`src/rtl/csq_pkg.sv`:
```
package csq_pkg;
  localparam int unsigned REG_W    = 8;
  localparam int unsigned A_CHAN   = 'h0003;
  localparam int unsigned A_MODE   = 'h0005;
  localparam int unsigned A_CLK    = 'h0006;
  localparam int unsigned A_REF    = 'h0008;
  localparam int unsigned A_OUT    = 'h0011;
  localparam int unsigned SRST_BIT = 7;

  typedef enum logic [1:0] {
    FMT_OFFBIN = 2'b00,
    FMT_TWOS   = 2'b01,
    FMT_GRAY   = 2'b10,
    FMT_ALT    = 2'b11
  } fmt_e;

  typedef struct packed {
    logic [1:0] chan;
    logic [1:0] opm;
    logic       clk_se;
    logic       div2;
    logic       dcs;
    logic       ref_en;
    logic [2:0] step;
    fmt_e       fmt;
    logic       lvds;
  } cfg_t;

  function automatic cfg_t cfg_default(logic lvds, logic twos);
    cfg_t c;
    c.chan   = 2'b11;
    c.opm    = 2'b00;
    c.clk_se = 1'b0;
    c.div2   = 1'b0;
    c.dcs    = 1'b1;
    c.ref_en = 1'b0;
    c.step   = 3'd0;
    c.fmt    = twos ? FMT_TWOS : FMT_OFFBIN;
    c.lvds   = lvds;
    return c;
  endfunction
endpackage

```
`src/rtl/csq_sync.sv`:
```
module csq_sync #(
  parameter int unsigned STAGES  = 2,
  parameter logic        RST_VAL = 1'b0
) (
  input  logic clk_i,
  input  logic rst_ni,
  input  logic d_i,
  output logic q_o
);
  logic [STAGES-1:0] q;

  generate
    if (STAGES == 1) begin : g_one
      always_ff @(posedge clk_i or negedge rst_ni)
        if (!rst_ni) q <= RST_VAL;
        else         q <= d_i;
    end else begin : g_chain
      always_ff @(posedge clk_i or negedge rst_ni)
        if (!rst_ni) q <= {STAGES{RST_VAL}};
        else         q <= {q[STAGES-2:0], d_i};
    end
  endgenerate

  assign q_o = q[STAGES-1];
endmodule

```
`src/rtl/csq_mode.sv`:
```
module csq_mode (
  input  logic clk_i,
  input  logic rst_ni,
  input  logic cs_fall_i,
  input  logic sdio_s_i,
  input  logic sclk_s_i,
  output logic serial_o,
  output logic enter_o,
  output logic strap_lvds_o,
  output logic strap_twos_o
);
  logic serial_q, lvds_q, twos_q;

  assign enter_o = cs_fall_i && !serial_q;

  always_ff @(posedge clk_i or negedge rst_ni) begin
    if (!rst_ni) begin
      serial_q <= 1'b0;
      lvds_q   <= 1'b0;
      twos_q   <= 1'b0;
    end else if (enter_o) begin
      serial_q <= 1'b1;
      lvds_q   <= sdio_s_i;
      twos_q   <= sclk_s_i;
    end
  end

  assign serial_o     = serial_q;
  assign strap_lvds_o = lvds_q;
  assign strap_twos_o = twos_q;

  p_mode_sticky_r2: assert property (@(posedge clk_i) disable iff (!rst_ni)
    serial_q |=> serial_q);
  p_enter_once_r2: assert property (@(posedge clk_i) disable iff (!rst_ni)
    enter_o |=> !enter_o && serial_q);
endmodule

```
`src/rtl/csq_frame.sv`:
```
module csq_frame #(
  parameter int unsigned ADDR_W = 13,
  parameter int unsigned CNT_W  = 2
) (
  input  logic              clk_i,
  input  logic              rst_ni,
  input  logic              cs_s_i,
  input  logic              sclk_s_i,
  input  logic              sdio_s_i,
  input  logic [7:0]        rd_data_i,
  output logic              cs_fall_o,
  output logic [ADDR_W-1:0] rd_addr_o,
  output logic              wr_en_o,
  output logic [ADDR_W-1:0] wr_addr_o,
  output logic [7:0]        wr_data_o,
  output logic              sdio_o,
  output logic              sdio_oe_o
);
  localparam int unsigned HDR_LEN = 1 + CNT_W + ADDR_W;
  localparam int unsigned HCNT_W  = $clog2(HDR_LEN + 1);

  logic              cs_d, sclk_d, sclk_rise;
  logic              active_q, done_q, rw_q, wr_en_q;
  logic [HCNT_W-1:0] hcnt_q;
  logic [HDR_LEN-2:0] hdr_q;
  logic [CNT_W-1:0]  nb_q, byte_q;
  logic [ADDR_W-1:0] addr_q, wr_addr_q;
  logic [2:0]        bcnt_q;
  logic [6:0]        sh_q;
  logic [7:0]        wr_data_q;
  logic              hdr_done, data_ph;

  always_ff @(posedge clk_i or negedge rst_ni) begin
    if (!rst_ni) begin
      cs_d   <= 1'b1;
      sclk_d <= 1'b0;
    end else begin
      cs_d   <= cs_s_i;
      sclk_d <= sclk_s_i;
    end
  end

  assign cs_fall_o = cs_d && !cs_s_i;
  assign sclk_rise = sclk_s_i && !sclk_d;
  assign hdr_done  = (hcnt_q == HCNT_W'(HDR_LEN));
  assign data_ph   = active_q && hdr_done && !done_q;

  always_ff @(posedge clk_i or negedge rst_ni) begin
    if (!rst_ni) begin
      active_q  <= 1'b0;
      done_q    <= 1'b0;
      rw_q      <= 1'b0;
      wr_en_q   <= 1'b0;
      hcnt_q    <= '0;
      hdr_q     <= '0;
      nb_q      <= '0;
      byte_q    <= '0;
      addr_q    <= '0;
      wr_addr_q <= '0;
      bcnt_q    <= '0;
      sh_q      <= '0;
      wr_data_q <= '0;
    end else begin
      wr_en_q <= 1'b0;
      if (cs_s_i) begin
        active_q <= 1'b0;
      end else if (cs_fall_o) begin
        active_q <= 1'b1;
        done_q   <= 1'b0;
        hcnt_q   <= '0;
        bcnt_q   <= '0;
        byte_q   <= '0;
      end else if (active_q && sclk_rise && !done_q) begin
        if (!hdr_done) begin
          hdr_q  <= {hdr_q[HDR_LEN-3:0], sdio_s_i};
          hcnt_q <= hcnt_q + 1'b1;
          if (hcnt_q == HCNT_W'(HDR_LEN - 1)) begin
            rw_q   <= hdr_q[HDR_LEN-2];
            nb_q   <= hdr_q[HDR_LEN-3 -: CNT_W];
            addr_q <= {hdr_q[ADDR_W-2:0], sdio_s_i};
          end
        end else begin
          sh_q   <= {sh_q[5:0], sdio_s_i};
          bcnt_q <= bcnt_q + 1'b1;
          if (bcnt_q == 3'd7) begin
            if (!rw_q) begin
              wr_en_q   <= 1'b1;
              wr_addr_q <= addr_q;
              wr_data_q <= {sh_q, sdio_s_i};
            end
            addr_q <= addr_q + 1'b1;
            byte_q <= byte_q + 1'b1;
            if (byte_q == nb_q) done_q <= 1'b1;
          end
        end
      end
    end
  end

  assign rd_addr_o = addr_q;
  assign wr_en_o   = wr_en_q;
  assign wr_addr_o = wr_addr_q;
  assign wr_data_o = wr_data_q;
  assign sdio_oe_o = data_ph && rw_q;
  assign sdio_o    = sdio_oe_o ? rd_data_i[3'd7 - bcnt_q] : 1'b0;

  p_wr_spacing_r4: assert property (@(posedge clk_i) disable iff (!rst_ni)
    wr_en_q |=> !wr_en_q);
  p_no_wr_after_done_r5: assert property (@(posedge clk_i) disable iff (!rst_ni)
    (done_q && active_q && $past(done_q)) |-> !wr_en_q);
  p_oe_release_r6: assert property (@(posedge clk_i) disable iff (!rst_ni)
    cs_s_i |=> !sdio_oe_o);
endmodule

```
`src/rtl/csq_regs.sv`:
```
module csq_regs
  import csq_pkg::*;
#(
  parameter int unsigned ADDR_W = 13
) (
  input  logic              clk_i,
  input  logic              rst_ni,
  input  logic              enter_i,
  input  logic              ent_lvds_i,
  input  logic              ent_twos_i,
  input  logic              strap_lvds_i,
  input  logic              strap_twos_i,
  input  logic              wr_en_i,
  input  logic [ADDR_W-1:0] wr_addr_i,
  input  logic [7:0]        wr_data_i,
  input  logic [ADDR_W-1:0] rd_addr_i,
  output logic [7:0]        rd_data_o,
  output cfg_t              cfg_o
);
  cfg_t cfg_q;
  logic soft_rst;

  assign soft_rst = wr_en_i && (wr_addr_i == ADDR_W'(A_MODE)) && wr_data_i[SRST_BIT];

  always_ff @(posedge clk_i or negedge rst_ni) begin
    if (!rst_ni) begin
      cfg_q <= cfg_default(1'b0, 1'b0);
    end else if (enter_i) begin
      cfg_q <= cfg_default(ent_lvds_i, ent_twos_i);
    end else if (soft_rst) begin
      cfg_q <= cfg_default(strap_lvds_i, strap_twos_i);
    end else if (wr_en_i) begin
      if (wr_addr_i == ADDR_W'(A_CHAN)) cfg_q.chan <= wr_data_i[1:0];
      if (wr_addr_i == ADDR_W'(A_MODE)) cfg_q.opm  <= wr_data_i[1:0];
      if (wr_addr_i == ADDR_W'(A_CLK)) begin
        cfg_q.dcs    <= wr_data_i[0];
        cfg_q.div2   <= wr_data_i[1];
        cfg_q.clk_se <= wr_data_i[2];
      end
      if (wr_addr_i == ADDR_W'(A_REF)) begin
        cfg_q.step   <= wr_data_i[2:0];
        cfg_q.ref_en <= wr_data_i[3];
      end
      if (wr_addr_i == ADDR_W'(A_OUT)) begin
        cfg_q.fmt  <= fmt_e'(wr_data_i[1:0]);
        cfg_q.lvds <= wr_data_i[3];
      end
    end
  end

  always_comb begin
    rd_data_o = 8'h00;
    if (rd_addr_i == ADDR_W'(A_CHAN)) rd_data_o = {6'b0, cfg_q.chan};
    if (rd_addr_i == ADDR_W'(A_MODE)) rd_data_o = {6'b0, cfg_q.opm};
    if (rd_addr_i == ADDR_W'(A_CLK))  rd_data_o = {5'b0, cfg_q.clk_se, cfg_q.div2, cfg_q.dcs};
    if (rd_addr_i == ADDR_W'(A_REF))  rd_data_o = {4'b0, cfg_q.ref_en, cfg_q.step};
    if (rd_addr_i == ADDR_W'(A_OUT))  rd_data_o = {4'b0, cfg_q.lvds, 1'b0, cfg_q.fmt};
  end

  assign cfg_o = cfg_q;

  p_strap_load_r3: assert property (@(posedge clk_i) disable iff (!rst_ni)
    enter_i |=> (cfg_q.lvds == $past(ent_lvds_i)) &&
                (cfg_q.fmt == ($past(ent_twos_i) ? FMT_TWOS : FMT_OFFBIN)));
  p_soft_reset_r8: assert property (@(posedge clk_i) disable iff (!rst_ni)
    (soft_rst && !enter_i) |=> (cfg_q.chan == 2'b11) && (cfg_q.opm == 2'b00) &&
                               cfg_q.dcs && !cfg_q.div2 && !cfg_q.ref_en);
endmodule

```
`src/rtl/cfg_mode_seq.sv`:
```
module cfg_mode_seq
  import csq_pkg::*;
#(
  parameter int unsigned ADDR_W      = 13,
  parameter int unsigned CNT_W       = 2,
  parameter int unsigned SYNC_STAGES = 2
) (
  input  logic       clk_i,
  input  logic       rst_ni,
  input  logic       cs_ni,
  input  logic       sclk_i,
  input  logic       sdio_i,
  output logic       sdio_o,
  output logic       sdio_oe_o,
  output logic       serial_mode_o,
  output logic       out_lvds_o,
  output logic [1:0] data_fmt_o,
  output logic [1:0] chan_en_o,
  output logic [1:0] op_mode_o,
  output logic       clk_se_o,
  output logic       clk_div2_o,
  output logic       dcs_en_o,
  output logic       ref_int_en_o,
  output logic [2:0] fs_step_o
);
  logic cs_s, sclk_s, sdio_s;
  logic cs_fall, enter, serial, strap_lvds, strap_twos;
  logic wr_en;
  logic [ADDR_W-1:0] rd_addr, wr_addr;
  logic [7:0] wr_data, rd_data;
  cfg_t cfg;

  csq_sync #(.STAGES(SYNC_STAGES), .RST_VAL(1'b1)) u_sync_cs (
    .clk_i(clk_i), .rst_ni(rst_ni), .d_i(cs_ni), .q_o(cs_s));
  csq_sync #(.STAGES(SYNC_STAGES), .RST_VAL(1'b0)) u_sync_sclk (
    .clk_i(clk_i), .rst_ni(rst_ni), .d_i(sclk_i), .q_o(sclk_s));
  csq_sync #(.STAGES(SYNC_STAGES), .RST_VAL(1'b0)) u_sync_sdio (
    .clk_i(clk_i), .rst_ni(rst_ni), .d_i(sdio_i), .q_o(sdio_s));

  csq_frame #(.ADDR_W(ADDR_W), .CNT_W(CNT_W)) u_frame (
    .clk_i(clk_i), .rst_ni(rst_ni), .cs_s_i(cs_s), .sclk_s_i(sclk_s),
    .sdio_s_i(sdio_s), .rd_data_i(rd_data), .cs_fall_o(cs_fall),
    .rd_addr_o(rd_addr), .wr_en_o(wr_en), .wr_addr_o(wr_addr),
    .wr_data_o(wr_data), .sdio_o(sdio_o), .sdio_oe_o(sdio_oe_o));

  csq_mode u_mode (
    .clk_i(clk_i), .rst_ni(rst_ni), .cs_fall_i(cs_fall), .sdio_s_i(sdio_s),
    .sclk_s_i(sclk_s), .serial_o(serial), .enter_o(enter),
    .strap_lvds_o(strap_lvds), .strap_twos_o(strap_twos));

  csq_regs #(.ADDR_W(ADDR_W)) u_regs (
    .clk_i(clk_i), .rst_ni(rst_ni), .enter_i(enter),
    .ent_lvds_i(sdio_s), .ent_twos_i(sclk_s),
    .strap_lvds_i(strap_lvds), .strap_twos_i(strap_twos),
    .wr_en_i(wr_en), .wr_addr_i(wr_addr), .wr_data_i(wr_data),
    .rd_addr_i(rd_addr), .rd_data_o(rd_data), .cfg_o(cfg));

  // strap mode: outputs track the synchronized pin levels
  always_comb begin
    if (serial) begin
      out_lvds_o = cfg.lvds;
      data_fmt_o = (cfg.fmt == FMT_ALT) ? FMT_OFFBIN : cfg.fmt;
    end else begin
      out_lvds_o = sdio_s;
      data_fmt_o = sclk_s ? FMT_TWOS : FMT_OFFBIN;
    end
  end

  assign serial_mode_o = serial;
  assign chan_en_o     = cfg.chan;
  assign op_mode_o     = cfg.opm;
  assign clk_se_o      = cfg.clk_se;
  assign clk_div2_o    = cfg.div2;
  assign dcs_en_o      = cfg.dcs;
  assign ref_int_en_o  = cfg.ref_en;
  assign fs_step_o     = (cfg.step == 3'd7) ? 3'd0 : cfg.step;

  p_fmt_legal_r11: assert property (@(posedge clk_i) disable iff (!rst_ni)
    data_fmt_o != 2'b11);
  p_fs_range_r10: assert property (@(posedge clk_i) disable iff (!rst_ni)
    fs_step_o != 3'd7);
  p_oe_serial_r6: assert property (@(posedge clk_i) disable iff (!rst_ni)
    sdio_oe_o |-> serial_mode_o);
endmodule

```
`config.mk`:
```
export PLATFORM = sky130hd
export DESIGN_NAME = cfg_mode_seq
export DESIGN_NICKNAME = d
export VERILOG_FILES = /design/src/rtl/csq_pkg.sv /design/src/rtl/csq_sync.sv /design/src/rtl/csq_mode.sv /design/src/rtl/csq_frame.sv /design/src/rtl/csq_regs.sv /design/src/rtl/cfg_mode_seq.sv
export SDC_FILE = /design/constraint.sdc
export NUM_CORES = 1
export LEC_CHECK = 0
export BUFFER_PORTS_ARGS = -buffer_cell sky130_fd_sc_hd__buf_2
export CORE_MARGIN = 1.5
export CORE_UTILIZATION = 65
export CTS_BUF_LIST = sky130_fd_sc_hd__clkbuf_4
export CTS_CLUSTER_DIAMETER = 100
export DETAILED_ROUTE_END_ITERATION = 12
export GPL_TIMING_DRIVEN = 0
export PLACE_DENSITY = 0.83
export SYNTH_ARGS = -nofsm -noshare
export SYNTH_HDL_FRONTEND = slang
export SYNTH_SLANG_ARGS = --single-unit
```
`constraint.sdc`:
```
create_clock -name clk_i -period 3.3 [get_ports clk_i]
set_input_delay 0.33 -clock clk_i [delete_from_list [all_inputs] [get_ports clk_i]]
set_output_delay 0.33 -clock clk_i [all_outputs]
set_load 0.1 [all_outputs]
```
Yosys cells after proc, flatten, opt, wreduce, memory -nomap -nowiden
Cells that the tools add are included.
- output and inout port bits: 17
- input port bits: 5
- register bits: 97
- equality and inequality tests: 18
- bitwise operators: 4
- mux-type cells: 48
- $lt $le $gt $ge: 1
- add/sub/neg operators: 5
- reduce and logical (&&, ||, !) cells: 40
- operators with widths (operator ; number):
    13-bit by 3-bit equality test with 1-bit output (second input constant) ; 4
    14-bit two-way mux ; 3
    13-bit two-way mux ; 3
    13-bit by 2-bit equality test with 1-bit output (second input constant) ; 2
    13-bit by 4-bit equality test with 1-bit output (second input constant) ; 2
    13-bit by 5-bit equality test with 1-bit output (second input constant) ; 2
    3-bit two-way mux ; 7
    2-bit two-way mux ; 10
    1-bit two-way mux ; 18
    3-bit nonzero test ; 6
    5-bit two-way mux ; 3
    5-bit AND reduction ; 3
    13-bit by 1-bit adder with 13-bit output (second input constant) ; 1
    4-bit two-way mux ; 3
    4-bit AND reduction ; 3
    2-bit nonzero test ; 6
    1-bit logical AND ; 10
    2-bit AND reduction ; 5
    3-bit equality test (second input constant) ; 2
    3-bit AND reduction ; 2
    6-bit AND reduction ; 1
    5-bit by 1-bit adder with 5-bit output (second input constant) ; 1
    5-bit by 4-bit equality test with 1-bit output (second input constant) ; 1
    5-bit equality test (second input constant) ; 1
    11 further kinds ; 17

Logic depth before layout (Yosys ltp)
Gate-level depths: netlist of the first run.
- depth after elaboration: 9
- gate-level depth with buffers: 9
- mapped depth without buffers: 7

Cells and area by module
From an unflattened synthesis of the first run, not the netlist that was laid out.
- cell total of the unflattened synthesis: 415
- area total of the unflattened synthesis: 4884.7 um2
- by module, submodules not included (module ; times used ; area an instance (um2) ; cells each):
    csq_frame ; 1 ; 3464.6 ; 270
    csq_regs ; 1 ; 1081.0 ; 123
    csq_mode ; 1 ; 125.1 ; 7
    csq_sync at u_sync_sclk ... ; 2 ; 50.0 ; 2
    cfg_mode_seq ; 1 ; 61.3 ; 9
    csq_sync at u_sync_cs ; 1 ; 52.6 ; 2

Least setup slack after synthesis of the first run
No wires, ideal clock.
- path type: register to output
- start: reg u_frame.hcnt_q[0]
- end: out sdio_o
- arrival time: 4.250 ns
- slack: -1.280 ns
- cell stages (with the launch flop): 7
- required time: 2.970 ns
- path through: dfrtp_1 > inv_1 > ha_1 > and4bb_2 > and4b_1 > o311ai_1 > a221oi_1
- cells in the longest elaborated chain, start to end: 5
- RTL lines (item ; RTL line ; RTL):
    start: declaration ; csq_frame.sv:24 ; logic [HCNT_W-1:0] hcnt_q;
    start signal: assignment ; csq_frame.sv:76 ; hcnt_q <= hcnt_q + 1'b1;
    5-bit equality test ; csq_frame.sv:45 ; assign hdr_done = (hcnt_q == HCNT_W'(HDR_LEN));
    1-bit logical AND (2 in a row) ; csq_frame.sv:46 ; assign data_ph = active_q && hdr_done && !done_q;
    1-bit logical AND ; csq_frame.sv:104 ; assign sdio_oe_o = data_ph && rw_q;
    named net sdio_oe_o ; cfg_mode_seq.sv:14 ; output logic sdio_oe_o,
    1-bit two-way mux ; csq_frame.sv:105 ; assign sdio_o = sdio_oe_o ? rd_data_i[3'd7 - bcnt_q] : 1'b0;
    end: declaration ; cfg_mode_seq.sv:13 ; output logic sdio_o,
The timed path passes the listed nets, and every way through them passes these cells.

Final worst setup path of the first run
- start: reg u_frame.addr_q[10] (netlist: u_frame.rd_addr_o[10])
- end: out sdio_o
- cells in the longest elaborated chain, start to end: 9
- RTL lines (item ; RTL line ; RTL):
    start: declaration ; csq_frame.sv:27 ; logic [ADDR_W-1:0] addr_q, wr_addr_q;
    start signal: assignment ; csq_frame.sv:80 ; addr_q <= {hdr_q[ADDR_W-2:0], sdio_s_i};
    start signal: assignment ; csq_frame.sv:91 ; addr_q <= addr_q + 1'b1;
    13-bit by 2-bit equality test with 1-bit output ; csq_regs.sv:53 ; if (rd_addr_i == ADDR_W'(A_CHAN)) rd_data_o = {6'b0, cfg_q.chan};
    2-bit two-way mux ; csq_regs.sv:53 ;
    2-bit two-way mux ; csq_regs.sv:54 ; if (rd_addr_i == ADDR_W'(A_MODE)) rd_data_o = {6'b0, cfg_q.opm};
    3-bit two-way mux ; csq_regs.sv:55 ; if (rd_addr_i == ADDR_W'(A_CLK)) rd_data_o = {5'b0, cfg_q.clk_se, cfg_q.div2, cfg_q.dcs};
    4-bit two-way mux ; csq_regs.sv:56 ; if (rd_addr_i == ADDR_W'(A_REF)) rd_data_o = {4'b0, cfg_q.ref_en, cfg_q.step};
    4-bit two-way mux (*) ; csq_regs.sv:57 ; if (rd_addr_i == ADDR_W'(A_OUT)) rd_data_o = {4'b0, cfg_q.lvds, 1'b0, cfg_q.fmt};
    1-bit binary-select mux with 3-bit select (*) ; csq_frame.sv:105 ;
    1-bit two-way mux (implied by the code) (*) ; csq_frame.sv:105 ;
    1-bit two-way mux (*) ; csq_frame.sv:105 ;
Mark *: on every way between the ends. The rest lies on a longest branch, timed or not. The select of a mux whose other input is x is not followed.

==> metrics.md, run 1 <==
| Metric | Value |
|---|---|
| Worst min path class | in2async |
| Diode count | 0 |
| Ports | 22 |
| Final Cycle Share | 0.955 |
| Vias/cell | 6.18 |
| Area leader, netlist | dfrtp_1 |
| Die width | 86.1 um |
| Post-synth ARST share | 1.00 |
| Max rail drop VDD | 0.342 mV |
| DR WL/cell | 17.4 um |
| Initial DRC count | 323 |
| Setup TNS | 0 ps |
| Mapped Cells | 385 |
| CP max stage delay | 460 ps |
| Worst Path Required | around 3000 ps |
| Power per Cell Area | about 400 nW/um2 |
| Net switching power figure | 0.000569 W |
| Post-route DRC violation count | 0 |
| Power share of the clock group | 0.307 |
| Hold Fails Final Rpt | 0 |
| GP Congestion | about 0.88 |
| Syn Area/Cell | 11.7 um2 |
| Largest net degree at the start of global routing | 63 |
| First-pass GRT wire length | 14900 um |
| Final Routed Wirelength | around 8800 um |
| Top achievable clock speed | around 320 MHz |
| H-tree depth | 3 |
| CP max-delay cell | buf_2 |
| Cell Int Power | 0.00140 W |
| CTS sink cnt | 94 |
| Die height | between 80 and 90 um |
| Post-synth top area share | 0.491 |
| Postcts setup bufs | 0 |
| Status | finished, final reports clean |
| Layout area overhead | 9.92% |
| Total Power | 0.00197 W |
| Synth Flop Type | dfrtp_1 |
| CTS max path bufs | 2 |
| YS warnings | 0 |
| Vias | between 3000 and 4000 |
| Total CTS buffers | 9 |
| Max FO, Critical Path | 5 |
| Worst-Skew Late Latency | 450 ps |
| #FFs+latches synth | 94 |
| Detail Placement HPWL | between 6000 and 7000 um |
| Number of nets in the layout | roughly 440 |
| Vias in the first global route | 3009 |
| RSZ-0062 raised after global routing | no |
| Setup-failing EPs final | 0 |
| Register area share after synthesis | 0.526 |
| Synth cell types | 61 |
| Setup Crit Path Kind | reg2out |
| CP Launch Type | flip-flop |
| Critical Path End Type | output pin |
| Initial Utilization | 0.668 |
| Area occupied by multi-input gates | between 2000 and 2500 um2 |
| Synth area leaders | dfrtp_1 49%, mux2_1 8.3%, mux2i_1 3.6% |
| Final ANT Viol Nets | 0 |
| Total core area | 6720 um2 |
| LEAKAGE | between 2 and 2.5 nW |
| FILL cells | 444 |
| Pins Over Slew Limit | 0 |
| Post-synth top cells | 88 x dfrtp_1, 33 x mux2_1, 28 x nor2_1, 27 x nand2_1, 17 x a21oi_1 |
| Arr. time, crit path | 2820 ps |
| Root Buffer | clkbuf_4 |
| Net Count, Synth | 399 |
| Port bufs | 21 |
| CTS tree | built |
| Clk_skew | between 10 and 15 ps |
| Final Critical Period | roughly 3200 ps |
| Register cell area after layout | 2360 um2 |
| Total Routing Usage GR | 0.258 |
| Logic gate share of total power | 0.082 |
| DRT Pass-1 Iters | 4 |
| Initial antenna violation count | 0 |
| Switching share of total power | 0.288 |
| Max cap viols | 0 |
| Share of layout cells above drive strength 1 | 0.190 |
| Critical path, cell by cell | or3_1 > nor3_2 > nand2b_1 > a211o_1 > a221oi_4 > buf_2 |
| Row cnt | 30 |
| Max-Slew Margin vs Limit | 0.663 |
| Grt total ovfl | 0 |
| Die area | 7410 um2 |
| Count leader, synth | dfrtp_1 |
| Clock Pin Slew Worst Setup and Hold Paths | 160 ps |
| EDFF count, synth | 0 |
| Cell Area, Synth | 4490 um2 |
| Tightest Pin Transition | 505 ps |
| Flop pwr share | 0.611 |
per-layer routing:
metal / track usage / vias to the layer above / wire length [um]
met2: 0.408 / 82 / 4180
met5: 0 / - / 0
met1: 0.368 / 1572 / 4170
met4: 0.103 / 0 / 116
li1: - / 1471 / -
met3: 0.0337 / 10 / 355
through the flow:
step / hold WS [ps] / std cells / setup WS (ps) / util / cell area (um2)
CTS: 344 / 507 / 1.70 / 0.733 / 4920
floorplan: 34.4 / 385 / 43.3 / - / 4510
finish: 358 / 507 / 147 / 0.734 / 4930
global route: 374 / 507 / 22.6 / 0.734 / 4930
detailed placement: 300 / 487 / 450 / 0.706 / 4740
global placement: 332 / 486 / 511 / 0.701 / 4710
flip-flops by register name, summed over array words and instances, names as in the netlist:
register / flops
u_frame.hdr_q: 15
u_regs.cfg_o: 14
u_frame.rd_addr_o: 13
u_frame.wr_addr_o: 13
u_frame.sh_q: 7
u_frame.hcnt_q: 5
u_frame.wr_data_o: 5
u_frame.bcnt_q: 3
u_frame.byte_q: 2
u_frame.nb_q: 2
u_sync_cs.q: 2
u_sync_sclk.q: 2
u_sync_sdio.q: 2
u_frame.active_q: 1
u_frame.cs_d: 1
u_frame.done_q: 1
u_frame.rw_q: 1
u_frame.sclk_d: 1
u_frame.wr_en_o: 1
u_mode.serial_o: 1
u_mode.strap_lvds_o: 1
u_mode.strap_twos_o: 1
worst max-delay path, delay by kind of cell (launching register included):
kind | cells | cell delay [ps]
buf+inv | 1 | 460
simple gates | 3 | 880
flops | 1 | 450
compound gates | 2 | 590
cell usage in the layout (no fill, tap or decap), drive strengths merged, types with 4 or more instances in the layout:
cell         Yosys  layout
dfstp            6       6
mux2            47      47
nor2            28      28
a21oi           18      18
and3             7       7
mux2i           16      16
inv              8      11
and4b            4       4
o21ai           12      12
ha               9       9
nand2           27      27
nor2b            5       5
clkbuf          11      20
xnor2            4       4
nand2b           4       4
nor3             6       6
o22ai            7       7
nand3b           4       4
a2bb2oi          7       7
dfrtp           88      88
buf             11      33
dlygate4sd3      0       4
nand3           10      10
cells by family after synthesis:
group | synth area share
AO/OA/AOI/OAI | 0.0900
XOR/XNOR | 0.0137
adder cells (fa/ha/maj) | 0.0251
buffers and inverters | 0.0307
flip-flops | 0.526
multiplexers | 0.155
AND/OR/NAND/NOR | 0.160
path summary, 6_finish.rpt:
path	start	end	slack, ps	cells past startpoint
setup reg to reg	u_frame.hcnt_q[0]$_DFFE_PN0P_	u_frame.hdr_q[6]$_DFFE_PN0P_	950	8
setup / recovery	u_frame.rd_addr_o[10]$_DFFE_PN0P_	sdio_o	150	6
hold / removal	rst_ni	u_regs.cfg_o[9]$_DFFE_PN0P_	360	2
max in group asynchronous	rst_ni	u_frame.cs_d$_DFF_PN1_	2260	3
min in group clk_i	u_sync_sclk.q[0]$_DFF_PN0_	u_sync_sclk.q[1]$_DFF_PN0_	370	0
hold reg to reg	u_sync_sclk.q[0]$_DFF_PN0_	u_sync_sclk.q[1]$_DFF_PN0_	370	0
layout make-up:
| cell class | instances | share of cell area |
|---|---|---|
| Buffer | 22 | 0.0218 |
| Timing Repair Buffer | 26 | 0.0355 |
| Multi-Input combinational cell | 261 | 0.411 |
| Sequential cell | 94 | 0.478 |
| Clock buffer | 9 | 0.0137 |
| Inverter | 8 | 0.00609 |
| Tap cell | 80 | 0.0203 |
| Clock inverter | 7 | 0.0137 |
power groups by stage:
stage | sequential [W] | combinational (W) | clock (W)
floorplan | 0.00123 | 0.000102 | 0
global placement | 0.00123 | 0.000153 | 0
detailed placement | 0.00123 | 0.000160 | 0
CTS | 0.00121 | 0.000164 | 0.000611
global route | 0.00121 | 0.000176 | 0.000650
finish | 0.00121 | 0.000162 | 0.000605
repair_timing:
item | CTS | global route
endpoints found under the setup margin | 1 | 1
hold buffers | 4 | 0
gates resized for setup | 1 | 2
hold endpoints to repair | 32 | 0
Power figures use the tool's default switching activity.
==> run 2, diff against run 1 <==
--- a/config.mk
+++ b/config.mk
@@ -7,12 +7,12 @@
 export LEC_CHECK = 0
 export BUFFER_PORTS_ARGS = -buffer_cell sky130_fd_sc_hd__buf_2
 export CORE_MARGIN = 1.5
-export CORE_UTILIZATION = 65
+export CORE_UTILIZATION = 25
 export CTS_BUF_LIST = sky130_fd_sc_hd__clkbuf_4
 export CTS_CLUSTER_DIAMETER = 100
 export DETAILED_ROUTE_END_ITERATION = 12
 export GPL_TIMING_DRIVEN = 0
-export PLACE_DENSITY = 0.83
+export PLACE_DENSITY = 0.47
 export SYNTH_ARGS = -nofsm -noshare
 export SYNTH_HDL_FRONTEND = slang
 export SYNTH_SLANG_ARGS = --single-unit
==> run 2 against run 1 <==
Against the previous run: critical path depth is the same; clock skew increased by 7.5 ps; combinational power hardly changed; sequential share of layout area shrank 2.2 points; via count decreased by 3.5%; die area rose to 2.5 times the previous value; critical endpoint unchanged; highest routed layer unchanged.
==> metrics.md, run 2 (same netlist as run 1, synthesis figures left out) <==
| Metric | Value |
|---|---|
| Clk_skew | around 20 ps |
| Total core area | 17400 um2 |
| Final Routed Wirelength | 9820 um |
| Crit path from | u_frame.rd_addr_o[10]$_DFFE_PN0P_ |
| Hold Fails Final Rpt | 0 |
| Postcts setup bufs | 0 |
| Clock Pin Slew Worst Setup and Hold Paths | 130 ps |
| Critical Path End | sdio_o |
| CP max stage delay | 470 ps |
| Row cnt | 48 |
| Reg2reg end | u_frame.sh_q[4]$_DFFE_PN0P_ |
| Port bufs | 21 |
| Final Cycle Share | 0.934 |
| Vias in the first global route | ~3200 |
| Arr. time, crit path | 2750 ps |
| Grt total ovfl | 0 |
| Layout area overhead | 15.2% |
| Worst-Skew Late Latency | ~480 ps |
| Critical path, cell by cell | or3_1 > nor3_2 > nand2b_1 > a211o_1 > a221oi_4 > clkbuf_4 |
| R2r startpoint | u_frame.hcnt_q[0]$_DFFE_PN0P_ |
| DRT Pass-1 Iters | 4 |
| Max reg flops | 15 |
| Pins Over Slew Limit | 0 |
| Largest net degree at the start of global routing | 58 |
| Met1 Use GR | 0.154 |
| Vias | 3024 |
| Most frequent cells in the layout | 88 x dfrtp_1, 33 x mux2_1, 28 x nor2_1, 27 x nand2_1, 24 x buf_2 |
| First-pass GRT wire length | 16600 um |
| Die height | 137 um |
| RSZ-0062 raised after global routing | no |
| Total Routing Usage GR | 0.116 |
| Share of layout cells above drive strength 1 | 0.185 |
| Final Critical Period | approximately 3100 ps |
| Initial Utilization | 0.258 |
| Met2 usage | 0.181 |
| CP Launch Type | flip-flop |
| Number of nets in the layout | 436 |
| CP max-delay cell | dfrtp_1 |
| Worst-case reg-to-reg path depth | 8 |
| Setup-failing EPs final | 0 |
| CTS max path bufs | 2 |
| Die width | 137 um |
| Post-Route Utilization | 0.297 |
| CTS tree | built |
| Setup TNS | 0 ps |
| Vias/cell | 4.63 |
| Worst min path class | in2async |
| Max rail drop VDD | 0.245 mV |
| Final ANT Viol Nets | 0 |
| Max FO, Critical Path | 5 |
| GP Congestion | 0.762 |
| Setup Crit Path Kind | reg2out |
| Post-route DRC violation count | 0 |
| Die area | between 15000 and 20000 um2 |
| Initial DRC count | 126 |
| Worst Path Required | ~3000 ps |
| Final non-filler cell total | roughly 650 |
| Most Crowded Layer GR | met2 |
| Top achievable clock speed | 324 MHz |
| Detail Placement HPWL | 7200 um |
| DR WL/cell | 15.0 um |
| Tightest Pin Transition | 541 ps |
| DP Cell Count | 632 |
| Root Buffer | clkbuf_4 |
| LEAKAGE | 2.45 nW |
| H-tree depth | 3 |
| Hold WS | between 300 and 400 ps |
| Top reg by flops | u_frame.hdr_q |
| Power per Cell Area | approximately 410 nW/um2 |
| Initial antenna violation count | 0 |
| Status | finished, final reports clean |
| Max-Slew Margin vs Limit | 0.639 |
| Max cap viols | 0 |
| Global Route met3 Usage | 0.0348 |
| Most common cell after layout, fill and taps aside | dfrtp_1 |
| Reg2Reg Setup Slack | 940 ps |
| CTS sink cnt | 94 |
| Final WS setup | 217 ps |
| Total CTS buffers | 9 |
| Ports | 22 |
| Critical Path End Type | output pin |
| Pre-CTS setup slack | 360 ps |
## run 2: worst max-delay path, delay by kind of cell (launching register included)
kind / cells / cell delay, ps
and+or+nand+nor: 3 / 830
buffers and inverters: 1 / 380
AOI/OAI and AO/OA: 2 / 590
DFF: 1 / 470
## run 2: report_power, final
| group | switching, W | internal, W | total [W] |
|---|---|---|---|
| Combinational | 0.000118 | 0.0000449 | 0.000163 |
| Sequential | 0.0000241 | 0.00118 | 0.00121 |
| Clock | 0.000394 | 0.000380 | 0.000773 |
## run 2: area by class of cell
cell class	count	area, um2
fillers	1832	12200
flip-flops and latches	94	2360
multi-input cells	261	2040
well taps	225	282
repair buffers	26	178
clock inverters	7	111
plain buffers	22	108
clock buffers	9	67.6
inverters	8	30.0
diodes	1	2.50
## run 2: layer usage
metal	up-vias	part of all wire	routed length, um
li1	1462	-	-
met1	1517	0.50	4950
met2	32	0.45	4420
met3	13	0.030	292
met4	0	0.015	151
met5	-	0	0
## run 2: repair_timing
action / 4_1_cts / 5_1_grt
setup endpoints to repair: 1 / 1
resized for setup: 2 / 3
hold buffers: 4 / 0
hold endpoints to repair: 38 / 0
## run 2: worst min-delay path by stage
stage / startpoint / end
floorplan: rst_ni / u_frame.active_q$_DFFE_PN0P_
global placement: u_sync_sdio.q[0]$_DFF_PN0_ / u_sync_sdio.q[1]$_DFF_PN0_
detailed placement: rst_ni / u_sync_sclk.q[1]$_DFF_PN0_
CTS: rst_ni / u_sync_sclk.q[1]$_DFF_PN0_
global route: rst_ni / u_sync_sclk.q[1]$_DFF_PN0_
finish: rst_ni / u_sync_sclk.q[1]$_DFF_PN0_
## run 2: stage by stage
step / instance area (um2) / total power (W)
finish: 5170 / 0.00215
global route: 5170 / 0.00225
global placement: 4890 / 0.00139
CTS: 5150 / 0.00218
detailed placement: 4920 / 0.00139
floorplan: 4510 / 0.00134
==> run 3, diff against run 2 <==
--- a/config.mk
+++ b/config.mk
@@ -9,10 +9,10 @@
 export CORE_MARGIN = 1.5
 export CORE_UTILIZATION = 25
 export CTS_BUF_LIST = sky130_fd_sc_hd__clkbuf_4
-export CTS_CLUSTER_DIAMETER = 100
 export DETAILED_ROUTE_END_ITERATION = 12
 export GPL_TIMING_DRIVEN = 0
 export PLACE_DENSITY = 0.47
+export REMOVE_ABC_BUFFERS = 1
 export SYNTH_ARGS = -nofsm -noshare
 export SYNTH_HDL_FRONTEND = slang
 export SYNTH_SLANG_ARGS = --single-unit
==> run 3 against run 2 <==
Against the previous run: first-iteration DRC count up 13%; clock skew down 7.4 ps; sequential cell count unchanged; combinational power down 4%; hold slack worse by 63 ps; largest power group unchanged; global-route usage down 0.46 points; core utilization down 0.85 points; cell count down 3.4%; critical path depth up 1; total power down 2.7%; critical endpoint unchanged.
==> metrics.md, run 3 (same netlist as run 1, synthesis figures left out) <==
| Metric | Value |
|---|---|
| Setup Crit Path Kind | reg2out |
| Grt total ovfl | 0 |
| Vias in the first global route | 2940 |
| CTS sink cnt | 94 |
| Row cnt | 48 |
| Most frequent cells in the layout | 88 x dfrtp_1, 33 x mux2_1, 28 x nor2_1, 27 x nand2_1, 19 x buf_2 |
| Worst Path Required | ~3000 ps |
| Max FO, Critical Path | 32 |
| Max rail drop VDD | 0.214 mV |
| Vias/cell | 4.67 |
| Clk_skew | approximately 13 ps |
| Worst-case reg-to-reg path depth | 6 |
| Max cap viols | 0 |
| Layout area overhead | 11.9% |
| Pins Over Slew Limit | 0 |
| Power per Cell Area | between 400 and 500 nW/um2 |
| Max-Slew Margin vs Limit | 0.327 |
| Final Routed Wirelength | 9500 um |
| Final Cycle Share | 0.935 |
| Tightest Pin Transition | 1010 ps |
| Die width | 137 um |
| Total CTS buffers | 9 |
| Vias | 2944 |
| Worst-Skew Late Latency | 470 ps |
| Placed cell areas | 4800 um2 |
| DR WL/cell | 15.1 um |
| DRT Pass-1 Iters | 7 |
| Reg2Reg Setup Slack | between 300 and 400 ps |
| Die height | 137 um |
| Critical Path End Type | output pin |
| Most common cell after layout, fill and taps aside | dfrtp_1 |
| R2r startpoint | u_frame.hcnt_q[0]$_DFFE_PN0P_ |
| Top achievable clock speed | 324 MHz |
| Detail Placement HPWL | between 6000 and 7000 um |
| Initial Utilization | 0.258 |
| CTS max path bufs | 2 |
| Initial DRC count | 143 |
| Final ANT Viol Nets | 0 |
| Largest net degree at the start of global routing | 68 |
| Share of layout cells above drive strength 1 | 0.170 |
| Post-route DRC violation count | 0 |
| Total core area | 17400 um2 |
| Arr. time, crit path | 2750 ps |
| First-pass GRT wire length | 16100 um |
| RSZ-0062 raised after global routing | no |
| Initial antenna violation count | 1 |
| Die area | roughly 19000 um2 |
| Total Routing Usage GR | 0.111 |
| Number of nets in the layout | 414 |
| Max reg flops | 15 |
| Setup-failing EPs final | 0 |
| Root Buffer | clkbuf_4 |
| Ports | 22 |
| Final Critical Period | 3080 ps |
| Top reg by flops | u_frame.hdr_q |
| CTS tree | built |
| Post-Route Utilization | 0.289 |
| Total Power | roughly 0.0021 W |
| Final Cell Area | around 5000 um2 |
| Port bufs | 21 |
| GP Congestion | 0.740 |
| Reg2reg end | u_frame.wr_addr_o[3]$_DFFE_PN0P_ |
| H-tree depth | 3 |
| Crit path from | u_frame.hcnt_q[0]$_DFFE_PN0P_ |
| Clock Pin Slew Worst Setup and Hold Paths | 150 ps |
| LEAKAGE | between 2 and 2.5 nW |
| Postcts setup bufs | 0 |
| Worst min path class | in2async |
| Critical Path End | sdio_o |
| Status | finished, final reports clean |
| Hold Fails Final Rpt | 0 |
| CP Launch Type | flip-flop |
run 3: changes by cell type in the layout (fill, tap and decap cells not counted), sizes merged:
| cell | change |
|---|---|
| buf | -11 |
| clkbuf | -10 |
| bufinv | -1 |
| clkinv | -1 |
| clkinvlp | +1 |
run 3: power by group:
group | internal, W | switching (W)
Combinational | 0.0000402 | 0.000117
Sequential | 0.00118 | 0.0000228
Clock | 0.000315 | 0.000407
run 3: worst min path at each step:
stage / startpoint / endpoint / cells after the start
2_1_floorplan: rst_ni / u_frame.active_q$_DFFE_PN0P_ / 0
3_3_place_gp: u_sync_sdio.q[0]$_DFF_PN0_ / u_sync_sdio.q[1]$_DFF_PN0_ / 0
3_5_place_dp: rst_ni / u_frame.hcnt_q[1]$_DFFE_PN0P_ / 1
4_1_cts: rst_ni / u_frame.hcnt_q[1]$_DFFE_PN0P_ / 2
5_1_grt: rst_ni / u_frame.hcnt_q[1]$_DFFE_PN0P_ / 2
6_report: rst_ni / u_frame.hcnt_q[1]$_DFFE_PN0P_ / 2
run 3: what timing repair did:
item	4_1_cts	5_1_grt
gates resized for setup	3	2
pin swaps	0	0
hold buffers	4	0
setup endpoints to repair	1	1
hold endpoints to repair	30	0
run 3: cell type report:
| type | instances | area [um2] |
|---|---|---|
| clock buffer | 10 | 75.1 |
| multi-input combinational | 261 | 2010 |
| fill | 1788 | 12400 |
| clock inverter | 6 | 85.1 |
| tap | 225 | 282 |
| timing repair buffer | 26 | 178 |
| sequential | 94 | 2360 |
| antenna | 1 | 2.50 |
| inverter | 8 | 30.0 |
run 3: layer usage:
metal / vias to the layer above / GRT usage / share of wire / routed length (um)
li1: 1428 / - / - / -
met1: 1466 / 0.151 / 0.50 / 4710
met2: 43 / 0.171 / 0.46 / 4360
met3: 7 / 0.0322 / 0.033 / 310
met4: 0 / 0.0339 / 0.013 / 123
met5: - / 0 / 0 / 0
run 3: stage by stage:
step / TNS [ps] / worst slack (ps) / instances / hold slack (ps)
floorplan: -1680 / -1590 / 363 / 34.4
global route: 0 / 11.6 / 631 / 300
global placement: 0 / 392 / 609 / 332
finish: 0 / 215 / 631 / 291
CTS: 0 / 62.2 / 630 / 283
detailed placement: 0 / 331 / 610 / 280
run 3: critical path, stage by stage (launching register included):
cell	delay (ps)
dfrtp_1	440
inv_1	70
ha_1	180
and4bb_4	490
and4b_1	320
o311ai_1	110
a221oi_1	250
clkbuf_4	400
